### config.mk
export PLATFORM = sky130hd
export DESIGN_NAME = cfg_pio_engine
export DESIGN_NICKNAME = d
export VERILOG_FILES = /design/src/rtl/cfg_pio_pkg.sv /design/src/rtl/cfg_pio_timer.sv /design/src/rtl/cfg_pio_seq.sv /design/src/rtl/cfg_pio_regs.sv /design/src/rtl/cfg_pio_engine.sv
export SDC_FILE = /design/constraint.sdc
export NUM_CORES = 1
export LEC_CHECK = 0
export ABC_AREA = 1
export BUFFER_PORTS_ARGS = -buffer_cell sky130_fd_sc_hd__buf_2
export CAP_MARGIN = 20
export CORE_MARGIN = 2
export CORE_UTILIZATION = 47
export CTS_CLUSTER_SIZE = 8
export DETAILED_ROUTE_END_ITERATION = 16
export PLACE_DENSITY = 0.7
export SLEW_MARGIN = 20
export SYNTH_ARGS = -nofsm -noshare
export SYNTH_HDL_FRONTEND = slang
export SYNTH_HIERARCHICAL = 1
export SYNTH_SLANG_ARGS = --single-unit
### constraint.sdc
create_clock -name clk -period 3 [get_ports clk]
set_input_delay 0.75 -clock clk [delete_from_list [all_inputs] [get_ports clk]]
set_output_delay 0.75 -clock clk [all_outputs]
set_load 0.01 [all_outputs]
### src/rtl/cfg_pio_pkg.sv
package cfg_pio_pkg;

    localparam int REG_AW = 6;
    localparam int DATA_W = 32;
    localparam int STRB_W = DATA_W / 8;
    localparam int KIND_W = 4;
    localparam int CODE_W = 3;

    localparam logic [REG_AW-1:0] OFF_CTRL  = 6'h00;
    localparam logic [REG_AW-1:0] OFF_STAT  = 6'h04;
    localparam logic [REG_AW-1:0] OFF_ALO   = 6'h08;
    localparam logic [REG_AW-1:0] OFF_AHI   = 6'h0C;
    localparam logic [REG_AW-1:0] OFF_WDAT  = 6'h10;
    localparam logic [REG_AW-1:0] OFF_STRB  = 6'h14;
    localparam logic [REG_AW-1:0] OFF_RDAT  = 6'h18;
    localparam logic [REG_AW-1:0] OFF_START = 6'h1C;
    localparam logic [REG_AW-1:0] OFF_IRQ   = 6'h20;

    localparam logic [DATA_W-1:0] CTRL_KEEP = 32'h0100_000F;

    localparam logic [CODE_W-1:0] CODE_OK    = 3'd0;
    localparam logic [CODE_W-1:0] CODE_ABORT = 3'd4;

    localparam logic [KIND_W-1:0] KIND_RD0 = 4'h8;
    localparam logic [KIND_W-1:0] KIND_RD1 = 4'h9;
    localparam logic [KIND_W-1:0] KIND_WR0 = 4'hA;
    localparam logic [KIND_W-1:0] KIND_WR1 = 4'hB;

    typedef enum logic [1:0] {
        SEQ_IDLE  = 2'd0,
        SEQ_ISSUE = 2'd1,
        SEQ_WAIT  = 2'd2
    } seq_state_e;

    typedef struct packed {
        logic [KIND_W-1:0] kind;
        logic [DATA_W-1:0] addr_lo;
        logic [DATA_W-1:0] addr_hi;
        logic [DATA_W-1:0] wdata;
        logic [STRB_W-1:0] strb;
    } pio_req_t;

    typedef struct packed {
        logic [CODE_W-1:0] code;
        logic              err;
        logic              nonposted;
        logic              load_rd;
        logic [DATA_W-1:0] data;
    } pio_result_t;

    function automatic logic kind_is_read(input logic [KIND_W-1:0] k);
        return (k == KIND_RD0) || (k == KIND_RD1);
    endfunction

    function automatic logic kind_is_cfg(input logic [KIND_W-1:0] k);
        return kind_is_read(k) || (k == KIND_WR0) || (k == KIND_WR1);
    endfunction

endpackage

### src/rtl/cfg_pio_timer.sv
module cfg_pio_timer #(
    parameter int LIMIT = 1024
) (
    input  logic clk,
    input  logic rst_n,
    input  logic run_i,
    output logic expired_o
);
    localparam int CNT_W = $clog2(LIMIT + 1);
    localparam logic [CNT_W-1:0] LAST = CNT_W'(LIMIT - 1);

    logic [CNT_W-1:0] cnt_q;

    always_ff @(posedge clk) begin
        if (!rst_n) begin
            cnt_q <= '0;
        end else if (!run_i) begin
            cnt_q <= '0;
        end else if (cnt_q != LAST) begin
            cnt_q <= cnt_q + 1'b1;
        end
    end

    assign expired_o = run_i && (cnt_q == LAST);

    // the window count saturates at the last cycle of the window
    a_r9_count_bound: assert property (@(posedge clk) disable iff (!rst_n)
        cnt_q <= LAST);

    // a fresh run always begins with a zero count
    a_r9_fresh_start: assert property (@(posedge clk) disable iff (!rst_n)
        !run_i |=> (cnt_q == '0));

endmodule

### src/rtl/cfg_pio_seq.sv
module cfg_pio_seq import cfg_pio_pkg::*; (
    input  logic              clk,
    input  logic              rst_n,
    input  logic              launch_i,
    input  pio_req_t          fields_i,
    input  logic              expired_i,
    input  logic              req_ready_i,
    input  logic              cpl_valid_i,
    input  logic [CODE_W-1:0] cpl_code_i,
    input  logic              cpl_err_i,
    input  logic [DATA_W-1:0] cpl_data_i,
    output logic              busy_o,
    output logic              req_valid_o,
    output pio_req_t          req_o,
    output logic              done_o,
    output pio_result_t       result_o
);
    seq_state_e state_q, state_d;
    pio_req_t   hold_q;
    logic       take_cpl;
    logic       take_tmo;

    // next-state selection
    always_comb begin
        state_d = state_q;
        unique case (state_q)
            SEQ_IDLE:  if (launch_i) state_d = SEQ_ISSUE;
            SEQ_ISSUE: begin
                if (req_ready_i)    state_d = SEQ_WAIT;
                else if (expired_i) state_d = SEQ_IDLE;
            end
            SEQ_WAIT: begin
                if (cpl_valid_i)    state_d = SEQ_IDLE;
                else if (expired_i) state_d = SEQ_IDLE;
            end
            default:                state_d = SEQ_IDLE;
        endcase
    end

    // state register
    always_ff @(posedge clk) begin
        if (!rst_n) state_q <= SEQ_IDLE;
        else        state_q <= state_d;
    end

    // request holder, loaded only at launch
    always_ff @(posedge clk) begin
        if (!rst_n)        hold_q <= '0;
        else if (launch_i) hold_q <= fields_i;
    end

    // outputs
    always_comb begin
        busy_o      = 1'b0;
        req_valid_o = 1'b0;
        take_cpl    = 1'b0;
        take_tmo    = 1'b0;
        unique case (state_q)
            SEQ_IDLE: ;
            SEQ_ISSUE: begin
                busy_o      = 1'b1;
                req_valid_o = 1'b1;
                take_tmo    = !req_ready_i && expired_i;
            end
            SEQ_WAIT: begin
                busy_o   = 1'b1;
                take_cpl = cpl_valid_i;
                take_tmo = !cpl_valid_i && expired_i;
            end
            default: ;
        endcase
        done_o             = take_cpl || take_tmo;
        req_o              = hold_q;
        result_o.code      = take_cpl ? cpl_code_i : CODE_ABORT;
        result_o.err       = take_cpl ? cpl_err_i : 1'b1;
        result_o.nonposted = kind_is_cfg(hold_q.kind);
        result_o.load_rd   = take_cpl && kind_is_read(hold_q.kind)
                             && (cpl_code_i == CODE_OK) && !cpl_err_i;
        result_o.data      = cpl_data_i;
    end

    // the register file only launches while the sequencer is idle
    a_r5_launch_only_idle: assert property (@(posedge clk) disable iff (!rst_n)
        launch_i |-> (state_q == SEQ_IDLE));

    // an offered request stays offered until taken or timed out
    a_r6_valid_hold: assert property (@(posedge clk) disable iff (!rst_n)
        (req_valid_o && !req_ready_i && !expired_i) |=> req_valid_o);

    // request fields hold while the offer is pending
    a_r4_fields_stable: assert property (@(posedge clk) disable iff (!rst_n)
        (req_valid_o && !req_ready_i && !expired_i) |=> $stable(req_o));

    // finishing a request returns the sequencer to idle
    a_r7_done_frees: assert property (@(posedge clk) disable iff (!rst_n)
        done_o |=> !busy_o);

endmodule

### src/rtl/cfg_pio_regs.sv
module cfg_pio_regs import cfg_pio_pkg::*; (
    input  logic              clk,
    input  logic              rst_n,
    input  logic              bus_wr,
    input  logic [REG_AW-1:0] bus_addr,
    input  logic [DATA_W-1:0] bus_wdata,
    output logic [DATA_W-1:0] bus_rdata,
    input  logic              busy_i,
    output logic              launch_o,
    output pio_req_t          fields_o,
    input  logic              done_i,
    input  pio_result_t       result_i,
    output logic              irq_o
);
    localparam int STAT_PAD = DATA_W - 12;

    logic [DATA_W-1:0] ctrl_q, alo_q, ahi_q, wdat_q, rdat_q, stat_q;
    logic [STRB_W-1:0] strb_q;
    logic              irq_q;
    logic              wr_ctrl, wr_alo, wr_ahi, wr_wdat, wr_strb, wr_start, wr_irq;

    always_comb begin
        wr_ctrl  = bus_wr && (bus_addr == OFF_CTRL);
        wr_alo   = bus_wr && (bus_addr == OFF_ALO);
        wr_ahi   = bus_wr && (bus_addr == OFF_AHI);
        wr_wdat  = bus_wr && (bus_addr == OFF_WDAT);
        wr_strb  = bus_wr && (bus_addr == OFF_STRB);
        wr_start = bus_wr && (bus_addr == OFF_START);
        wr_irq   = bus_wr && (bus_addr == OFF_IRQ);
        launch_o = wr_start && bus_wdata[0] && !busy_i;
    end

    always_ff @(posedge clk) begin
        if (!rst_n) begin
            ctrl_q <= '0;
            alo_q  <= '0;
            ahi_q  <= '0;
            wdat_q <= '0;
            strb_q <= '0;
        end else begin
            if (wr_ctrl) ctrl_q <= bus_wdata & CTRL_KEEP;
            if (wr_alo)  alo_q  <= {bus_wdata[DATA_W-1:2], 2'b00};
            if (wr_ahi)  ahi_q  <= bus_wdata;
            if (wr_wdat) wdat_q <= bus_wdata;
            if (wr_strb) strb_q <= bus_wdata[STRB_W-1:0];
        end
    end

    always_ff @(posedge clk) begin
        if (!rst_n) begin
            stat_q <= '0;
            rdat_q <= '0;
        end else if (done_i) begin
            stat_q <= {{STAT_PAD{1'b0}}, result_i.err, result_i.nonposted,
                       result_i.code, 7'b0};
            if (result_i.load_rd) rdat_q <= result_i.data;
        end
    end

    always_ff @(posedge clk) begin
        if (!rst_n)                     irq_q <= 1'b0;
        else if (done_i)                irq_q <= 1'b1;
        else if (wr_irq && bus_wdata[0]) irq_q <= 1'b0;
    end

    always_comb begin
        fields_o.kind    = ctrl_q[KIND_W-1:0];
        fields_o.addr_lo = alo_q;
        fields_o.addr_hi = ahi_q;
        fields_o.wdata   = wdat_q;
        fields_o.strb    = strb_q;
        irq_o            = irq_q;
    end

    always_comb begin
        case (bus_addr)
            OFF_CTRL:  bus_rdata = ctrl_q;
            OFF_STAT:  bus_rdata = stat_q;
            OFF_ALO:   bus_rdata = alo_q;
            OFF_AHI:   bus_rdata = ahi_q;
            OFF_WDAT:  bus_rdata = wdat_q;
            OFF_STRB:  bus_rdata = {{(DATA_W-STRB_W){1'b0}}, strb_q};
            OFF_RDAT:  bus_rdata = rdat_q;
            OFF_START: bus_rdata = {{(DATA_W-1){1'b0}}, busy_i};
            OFF_IRQ:   bus_rdata = {{(DATA_W-1){1'b0}}, irq_q};
            default:   bus_rdata = '0;
        endcase
    end

    // a finished request always leaves the interrupt raised
    a_r10_irq_set: assert property (@(posedge clk) disable iff (!rst_n)
        done_i |=> irq_q);

    // outcomes that are not clean reads leave read data alone
    a_r8_rd_kept: assert property (@(posedge clk) disable iff (!rst_n)
        (done_i && !result_i.load_rd) |=> $stable(rdat_q));

    // status only moves when a request finishes
    a_r7_stat_quiet: assert property (@(posedge clk) disable iff (!rst_n)
        !done_i |=> $stable(stat_q));

endmodule

### src/rtl/cfg_pio_engine.sv
module cfg_pio_engine import cfg_pio_pkg::*; #(
    parameter int TIMEOUT_CYC = 1024
) (
    input  logic              clk,
    input  logic              rst_n,
    input  logic              bus_wr,
    input  logic [REG_AW-1:0] bus_addr,
    input  logic [DATA_W-1:0] bus_wdata,
    output logic [DATA_W-1:0] bus_rdata,
    output logic              req_valid,
    input  logic              req_ready,
    output logic [KIND_W-1:0] req_kind,
    output logic [DATA_W-1:0] req_addr_lo,
    output logic [DATA_W-1:0] req_addr_hi,
    output logic [DATA_W-1:0] req_wdata,
    output logic [STRB_W-1:0] req_strb,
    input  logic              cpl_valid,
    input  logic [CODE_W-1:0] cpl_code,
    input  logic              cpl_err,
    input  logic [DATA_W-1:0] cpl_data,
    output logic              irq
);
    logic        busy, launch, done, expired;
    pio_req_t    fields, req;
    pio_result_t result;

    cfg_pio_regs u_regs (
        .clk       (clk),
        .rst_n     (rst_n),
        .bus_wr    (bus_wr),
        .bus_addr  (bus_addr),
        .bus_wdata (bus_wdata),
        .bus_rdata (bus_rdata),
        .busy_i    (busy),
        .launch_o  (launch),
        .fields_o  (fields),
        .done_i    (done),
        .result_i  (result),
        .irq_o     (irq)
    );

    cfg_pio_seq u_seq (
        .clk         (clk),
        .rst_n       (rst_n),
        .launch_i    (launch),
        .fields_i    (fields),
        .expired_i   (expired),
        .req_ready_i (req_ready),
        .cpl_valid_i (cpl_valid),
        .cpl_code_i  (cpl_code),
        .cpl_err_i   (cpl_err),
        .cpl_data_i  (cpl_data),
        .busy_o      (busy),
        .req_valid_o (req_valid),
        .req_o       (req),
        .done_o      (done),
        .result_o    (result)
    );

    cfg_pio_timer #(.LIMIT(TIMEOUT_CYC)) u_timer (
        .clk       (clk),
        .rst_n     (rst_n),
        .run_i     (busy),
        .expired_o (expired)
    );

    assign req_kind    = req.kind;
    assign req_addr_lo = req.addr_lo;
    assign req_addr_hi = req.addr_hi;
    assign req_wdata   = req.wdata;
    assign req_strb    = req.strb;

    // the upper word leaves the block exactly as it was captured
    a_r11_hi_forward: assert property (@(posedge clk) disable iff (!rst_n)
        (launch && !busy) |=> (req_addr_hi == $past(fields.addr_hi)));

endmodule

# [Yosys cells after proc, flatten, opt, wreduce, memory -nomap -nowiden]
# Index checks and enable logic that the tools add are counted.
[word_totals] out_inout_bits=138 latch_bits=0 register_bits=256 romBits=0 ram_bits=0 input_bits=79 mem_count=0
[classes] shifts=0 mul=0 n_lt_le_gt_ge=0 n_eq_ne=17 div=0 muxes=14 n_reduce_logical=31 bitwise_logic=0 n_addsub=1
[op_table] operator="case mux 32 bit (9 select lines)" n=1
[op_table] operator="== test 6 x 5 -> 1 bit (second input constant)" n=4
[op_table] operator="== test 4 bit (second input constant)" n=4
[op_table] operator="logical AND 1 bit" n=16
[op_table] operator="== test 6 x 4 -> 1 bit (second input constant)" n=2
[op_table] operator="adder 11 x 1 -> 11 bit (second input constant)" n=1
[op_table] operator="== test 11 x 10 -> 1 bit (second input constant)" n=1
[op_table] operator="!= test 11 x 10 -> 1 bit (second input constant)" n=1
[op_table] operator="2-to-1 mux 2 bit" n=4
[op_table] operator="== test 6 x 3 -> 1 bit (second input constant)" n=1
[op_table] operator="== test 6 bit (second input constant)" n=1
[op_table] operator="logical NOT 6 bit" n=1
[op_table] operator="2-to-1 mux 1 bit" n=6
[op_table] operator="case mux 2 bit (3 select lines)" n=1
[op_table] operator="logical NOT 1 bit" n=4
[op_table] operator="logical OR 1 bit" n=4
[op_table] operator="AND reduction 2 bit" n=2
[op_table] operator="logical NOT 3 bit" n=1
[op_table] operator="2-to-1 mux 3 bit" n=1
[op_table] operator="== test 2 x 1 -> 1 bit (second input constant)" n=1
[op_table] operator="== test 2 bit (second input constant)" n=1
[op_table] operator="logical NOT 2 bit" n=1
[op_table] operator="!= test 2 bit (second input constant)" n=1
[op_table] operator="case mux 1 bit (2 select lines)" n=1
[op_table] operator="other kinds (2)" n=2

# [Depth between registers and ports, before layout]
# Gate-level depths: netlist (run 1).
[logic_depth] ltp_word=8 mapped_depth=13 depth_no_buf=11

# [Hierarchy]
# Netlist (run 1), hierarchy kept.
[by_module_without_submodules] module="cfg_pio_regs" area_per_inst_um2=6765.2 seq_area_each_um2=2822.7 n_inst=1 cells_per_inst=1042
[by_module_without_submodules] module="cfg_pio_seq" area_per_inst_um2=4061.4 seq_area_each_um2=2122.0 n_inst=1 cells_per_inst=525
[by_module_without_submodules] module="cfg_pio_timer" area_per_inst_um2=594.3 seq_area_each_um2=220.2 n_inst=1 cells_per_inst=81

# [Worst setup path after synthesis (run 1)]
# Ideal clock, no wire load.
[synth_timing] path_type="input port to flip-flop" from="input bus_addr[0]" to="register u_seq.hold_q, in the netlist u_seq/req_o[63]" arrival_ps=2278 stages=13 setup_time_ps=116 n_path_buf=5 setup_slack_ps=606 required_ps=2884 cell_sequence="inv_1 -> nand2_1 -> nor2_1 -> buf_2 -> buf_2 -> nand3_1 -> nor2_1 -> buf_6 -> inv_2 -> buf_6 -> buf_6 -> nor2_1 -> nor2_1"
[synth_between] elab_chain_cells=4
[synth_lines] item="start, declared" line="cfg_pio_engine.sv:7" rtl="input logic [REG_AW-1:0] bus_addr,"
[synth_lines] item="== test 6 x 5 -> 1 bit" line="cfg_pio_regs.sv:28" rtl="wr_start = bus_wr && (bus_addr == OFF_START);"
[synth_lines] item="logical AND 1 bit" line="cfg_pio_regs.sv:28"
[synth_lines] item="logical AND 1 bit (2 in series)" line="cfg_pio_regs.sv:30" rtl="launch_o = wr_start && bus_wdata[0] && !busy_i;"
[synth_lines] item="named net launch" line="cfg_pio_engine.sv:23" rtl="logic busy, launch, done, expired;"
[synth_lines] item="end signal, assigned" line="cfg_pio_seq.sv:49" rtl="else if (launch_i) hold_q <= fields_i;"
[synth_lines] item="end, declared" line="cfg_pio_seq.sv:19" rtl="pio_req_t hold_q;"
# The timed path passes the listed nets, and every way through them passes these cells.
# A chain may end at the register's enable or synchronous reset.

# [Worst setup path in the final report (run 1)]
[layout_timing] from="input bus_addr[0]" to="output bus_rdata[11]"
[layout_between] elab_chain_cells=2 elab_cells_between_ends=10 classes_between="eq/ne (8); mux (1); reduce/logical (1)"
[layout_lines] item="== test 6 bit, or another cell as far along" line="cfg_pio_regs.sv:76" rtl="case (bus_addr)"
[layout_lines] item="case mux 32 bit (9 select lines) (*)" line="cfg_pio_regs.sv:76"
[layout_lines] item="end, declared" line="cfg_pio_engine.sv:9" rtl="output logic [DATA_W-1:0] bus_rdata,"
# Mark *: on every way between the ends. The rest lies on a longest branch, timed or not.

==> results of run 1 <==
## metrics by stage
stage | instance area, um^2 | total power, mW | setup slack, ns | hold slack [ns] | cells
after global routing | 13500 | 7.81 | 0.0968 | 0.493 | 2116
final | 13500 | 7.55 | 0.172 | 0.477 | 2118
after floorplan | 11400 | 3.78 | 0.606 | 0.430 | 1649
after detailed placement | 12500 | 3.91 | 0.190 | 0.476 | 2073
after global placement | 12500 | 3.91 | 0.234 | 0.465 | 2073
after CTS | 13500 | 7.62 | 0.181 | 0.465 | 2116
## cell families after synthesis
kind of cell,share of synthesized area (%)
DFF,45.2
other,0.0328
xor gates and xnor gates,0.230
and+or+nand+nor,37.2
buffers and inverters,9.74
AOI/OAI and AO/OA,6.98
adders and majority gates,0.548
## synthesized netlist by cell type (all sizes together)
| master | count |
|---|---|
| a21boi | 1 |
| a21oi | 11 |
| a31oi | 1 |
| and2 | 2 |
| buf | 98 |
| clkbuf | 53 |
| conb | 1 |
| dfxtp | 258 |
| ha | 5 |
| inv | 74 |
| nand2 | 240 |
| nand3 | 111 |
| nand3b | 3 |
| nand4 | 104 |
| nor2 | 534 |
| nor3 | 2 |
| o211ai | 1 |
| o21ai | 144 |
| or2 | 2 |
| xnor2 | 2 |
| xor2 | 1 |
## power groups by stage
stage | sequential [mW] | combinational, mW | clock (mW)
global placement | 3.53 | 0.377 | 0
finish | 3.47 | 0.386 | 3.70
detailed placement | 3.53 | 0.380 | 0
global route | 3.46 | 0.425 | 3.92
CTS | 3.47 | 0.382 | 3.77
floorplan | 3.53 | 0.251 | 0
## cell type report
| type | count | area (um^2) | share of cell area [%] |
|---|---|---|---|
| diodes | 2 | 5.00 | 0.0370 |
| inverters | 74 | 279 | 2.06 |
| well taps | 324 | 405 | 3.00 |
| clock inverters | 4 | 41.3 | 0.305 |
| clock buffers | 39 | 955 | 7.05 |
| repair buffers | 251 | 1510 | 11.2 |
| multi-input cells | 1166 | 5170 | 38.2 |
| flip-flops and latches | 258 | 5160 | 38.2 |
## critical path: cells and delay by family
family,cells,cell delay [ns]
buffers and inverters,5,0.72
AND/OR/NAND/NOR,5,0.59
## routing by layer
layer	global-route usage, %	vias to the layer above	wire length (um)
met5	0	-	11
met4	17.6	2	2260
met3	5.66	95	2460
met2	45.0	414	16500
met1	33.0	5159	14600
li1	-	5541	-
## path summary, 6_finish.rpt
kind	slack, ns	cells after the start	endpoint
worst max-delay path	0.17	10	bus_rdata[11]
worst min-delay path	0.48	2	u_seq/req_o[103]
worst min register to register	0.48	2	u_seq/req_o[103]
worst max register to register	0.60	12	u_regs/rdat_q[1]
## flip-flops by register name (all words and copies together), names as in the netlist
register       flops
u_regs/stat_q      5
u_seq/state_q      2
u_regs/wdat_q     32
u_regs/ahi_q      32
u_seq/req_o      104
u_regs/rdat_q     32
u_regs/alo_q      30
u_regs/irq_o       1
u_regs/ctrl_q      5
u_timer/cnt_q     11
u_regs/strb_q      4
==> flow_summary.ini, run 1 <==
[synthesis]
synth_seq_cells = 258
syn_area_um2 = 11400
yosysSeqAreaShare_pct = 45.2
synth.distinct_cells = 32
yosysTopAreaCell = dfxtp_1
synth_top_area_share_pct = 45.2
synth_warnings = 6
synthCells = 1648
post_synth_main_area_contributors = dfxtp_1 (45%), nor2_1 (17%), nand2_1 (7.9%), o21ai_0 (6.3%), nand4_1 (5.7%)
syn-mean-instance-area_um2 = 6.93

[setup_path]
worst_setup_path_start_kind = input pin
critPathArrivalTime_ns = 2.08
crit_slowest_cell = buf_12
r2r_start = u_timer/cnt_q[0]
cp_cell_sequence = buf_2 > inv_1 > nand2_1 > nor2_4 > buf_12 > buf_4 > nand3_1 > and2_0 > nand2_1 > buf_2
path_class = in2out
worstPathRequired_ns = 2.25
crit_path_max_incr_delay_ns = 0.24
worstSetupStartpoint = bus_addr[0]
worst_setup_path_end_kind = primary output
crit_path_max_fanout = 32

[sta]
finalSetupViolations = 0
final.setup.tns_ns = 0
relSlewSlack_pct = 47.2
post-route-period-util_pct = 94.3
worst_slew_pin_slew_ns = 0.792
rsz0062_at_grt = false
clock_skew_ns = 0.0177
finalMaxSlewViolations = 0
final.min_clock_period_ns = 2.83
final_hold_viol_count = 0
fmax_mhz = 354

[power]
p_sw_mw = 1.74
combPwrFrac_pct = 5.1
p_leak_nw = 6.59
p_per_area_nw_per_um2 = 558
intPower_mw = 5.82
irDropWorstVdd_uv = 378
sequentialPowerShare_pct = 45.9
p_sw_share_pct = 23.0
power_frac_clock_pct = 49.0

[global_routing]
grt_max_degree = 105
grt_pass1_vias = 10600
overflow = 0
grt_pass1_wl_mm = 56.5
antenna_found_initial = 1
grtUsageTotal_pct = 27.5

[placed_design]
port_buffers = 216
hpwl_mm = 24.3
gp_congestion = 0.882

[hold_path]
min-delay-start = u_seq/req_o[103]
hold_path.class = reg2reg

[routing]
viasPerCell = 5.29
drt-initial-drc-count = 983
drtPass1Iterations = 5
drt_wl_total_mm = 35.9
wl_per_cell_um = 16.9
drtAntennaViolNets = 0
drc = 0
vias = 11200

[clock_network]
cts.repair.resized = 0
clkSlewWorstSetupHoldPaths_ns = 0.05
root_buffer = clkbuf_16
htreeDepth = 2
clk-insertion-delay-late_ns = 0.51
postCtsHoldBufs = 0
clock_path_buffers = 3
cts_tree = yes
cts_buffers = 38
clock-sinks = 258
post_cts_buffers = 0

[job]
drv_cap = 0

[layout]
layout_commonest_cell = nor2_1
fin_nets = 1873
drive_gt1_share_pct = 17.6
area_delta_synth_final_pct = 18.5
fillers = 2351
final_core_util_pct = 56.1
mostFrequentLayoutCells = nor2_1 (519), dfxtp_1 (258), nand2_1 (239), buf_2 (215), o21ai_0 (144)

[floorplanning]
initial_core_util_pct = 47.4
dieHeight_um = 160
rows = 57
die_x_um = 160
die_area_um2 = 25600
ios = 217
core_um2 = 24100

[outcome]
status = finished, final reports clean
(Power assumes the default switching activity.)
==> run 2: changes to the inputs <==
Settings changed: PLACE_DENSITY 0.7 to not set, PLACE_DENSITY_LB_ADDON set to 0.3.
==> flow_summary.ini, run 2 (synthesized netlist as in run 1, its figures left out) <==
[routing]
drt_wl_total_mm = 36.2
drtPass1Iterations = 6
drtAntennaViolNets = 0
drc = 0
wl_per_cell_um = 17.1
vias = 11300
drt-initial-drc-count = 865
viasPerCell = 5.34

[floorplanning]
rows = 57
initial_core_util_pct = 47.4
core_um2 = 24100
die_x_um = 160
dieHeight_um = 160
ios = 217
die_area_um2 = 25600

[sta]
post-route-period-util_pct = 94.2
final_hold_viol_count = 0
rsz0062_at_grt = false
worst_slew_pin_slew_ns = 0.748
final.min_clock_period_ns = 2.83
finalMaxSlewViolations = 0
final.setup.tns_ns = 0
fin_ws_ns = 0.175
holdWs_ns = 0.483
clock_skew_ns = 0.00940
finalSetupViolations = 0
fmax_mhz = 354
relSlewSlack_pct = 50.2

[setup_path]
path_class = in2out
worst_setup_path_start_kind = input pin
worst_setup_path_end_kind = primary output
crit_path_max_fanout = 28
critPathArrivalTime_ns = 2.08
worstPathRequired_ns = 2.25

[layout]
fin_area_um2 = 13500
fillers = 2412
largest_register_ffs = 104
multiInputGateArea_um2 = 5170
area_delta_synth_final_pct = 18.4
seqCellArea_um2 = 5160
drive_gt1_share_pct = 17.6
final_cells = 2114
mostFrequentLayoutCells = nor2_1 (519), dfxtp_1 (258), nand2_1 (239), buf_2 (215), o21ai_0 (144)
layout_commonest_cell = nor2_1
fin_nets = 1872

[global_routing]
overflow = 0
antenna_found_initial = 1
grt_max_degree = 79
grtUsageTotal_pct = 27.7
grt_pass1_vias = 10700
grt_pass1_wl_mm = 56.6

[outcome]
status = finished, final reports clean

[placed_design]
pre_cts_slack_ns = 0.254
port_buffers = 216
dpl-instance-area_um2 = 12500
gp_congestion = 0.887
hpwl_mm = 24.6
place_inst = 2072

[clock_network]
post_cts_buffers = 0
clk-insertion-delay-late_ns = 0.51
clock_path_buffers = 3
clkSlewWorstSetupHoldPaths_ns = 0.05
postCtsHoldBufs = 0
clock-sinks = 258
cts.repair.resized = 0
cts_buffers = 38
cts_tree = yes
htreeDepth = 2
root_buffer = clkbuf_16

[power]
p_per_area_nw_per_um2 = 558
irDropWorstVdd_uv = 401
p_leak_nw = 6.59

[hold_path]
hold_path.class = reg2reg

[job]
drv_cap = 0
run 2: layout make-up:
cell class                 count  area share, %
multi-input combinational   1166           38.2
sequential                   258           38.2
timing repair buffer         250           11.1
clock buffer                  39           7.22
tap                          324           3.00
inverter                      74           2.06
clock inverter                 2          0.130
antenna                        1         0.0185
run 2: worst max-delay path: stages:
cell and delay, ns:
buf_2 0.11, inv_1 0.05, nand2_1 0.16, nor2_4 0.18, buf_4 0.34, nand3_1 0.14, nand2_1 0.08, nor2_1 0.04
nand2_1 0.07, buf_2 0.13
run 2: routing by layer:
layer / part of all wire (%) / global-route usage, % / wire (um) / vias up
met2: 47 / 46.8 / 17100 / 460
li1: - / - / - / 5520
met5: 0 / 0 / 0 / -
met1: 40 / 33.1 / 14400 / 5209
met3: 6.7 / 4.73 / 2420 / 97
met4: 6.1 / 16.4 / 2210 / 0
run 2: through the flow:
stage / util, % / total power [mW]
after floorplan: - / 3.78
after global placement: 52.0 / 3.91
after detailed placement: 52.0 / 3.91
after CTS: 56.1 / 7.61
after global routing: 56.1 / 7.80
final: 56.1 / 7.54
run 2: final timing paths:
kind / from / to / slack, ns / cells past startpoint
max: bus_addr[0] / bus_rdata[3] / 0.17 / 10
min: u_regs/ctrl_q[24] / u_regs/ctrl_q[24] / 0.48 / 2
max reg2reg: u_timer/cnt_q[0] / u_regs/rdat_q[28] / 0.54 / 12
min reg2reg: u_regs/ctrl_q[24] / u_regs/ctrl_q[24] / 0.48 / 2
run 2: power breakdown:
| part | switching, mW | total, mW | internal (mW) |
|---|---|---|---|
| clock network | 1.41 | 3.69 | 2.27 |
| logic | 0.265 | 0.386 | 0.121 |
| registers | 0.0153 | 3.47 | 3.45 |
| total | 1.69 | 7.54 | 5.85 |
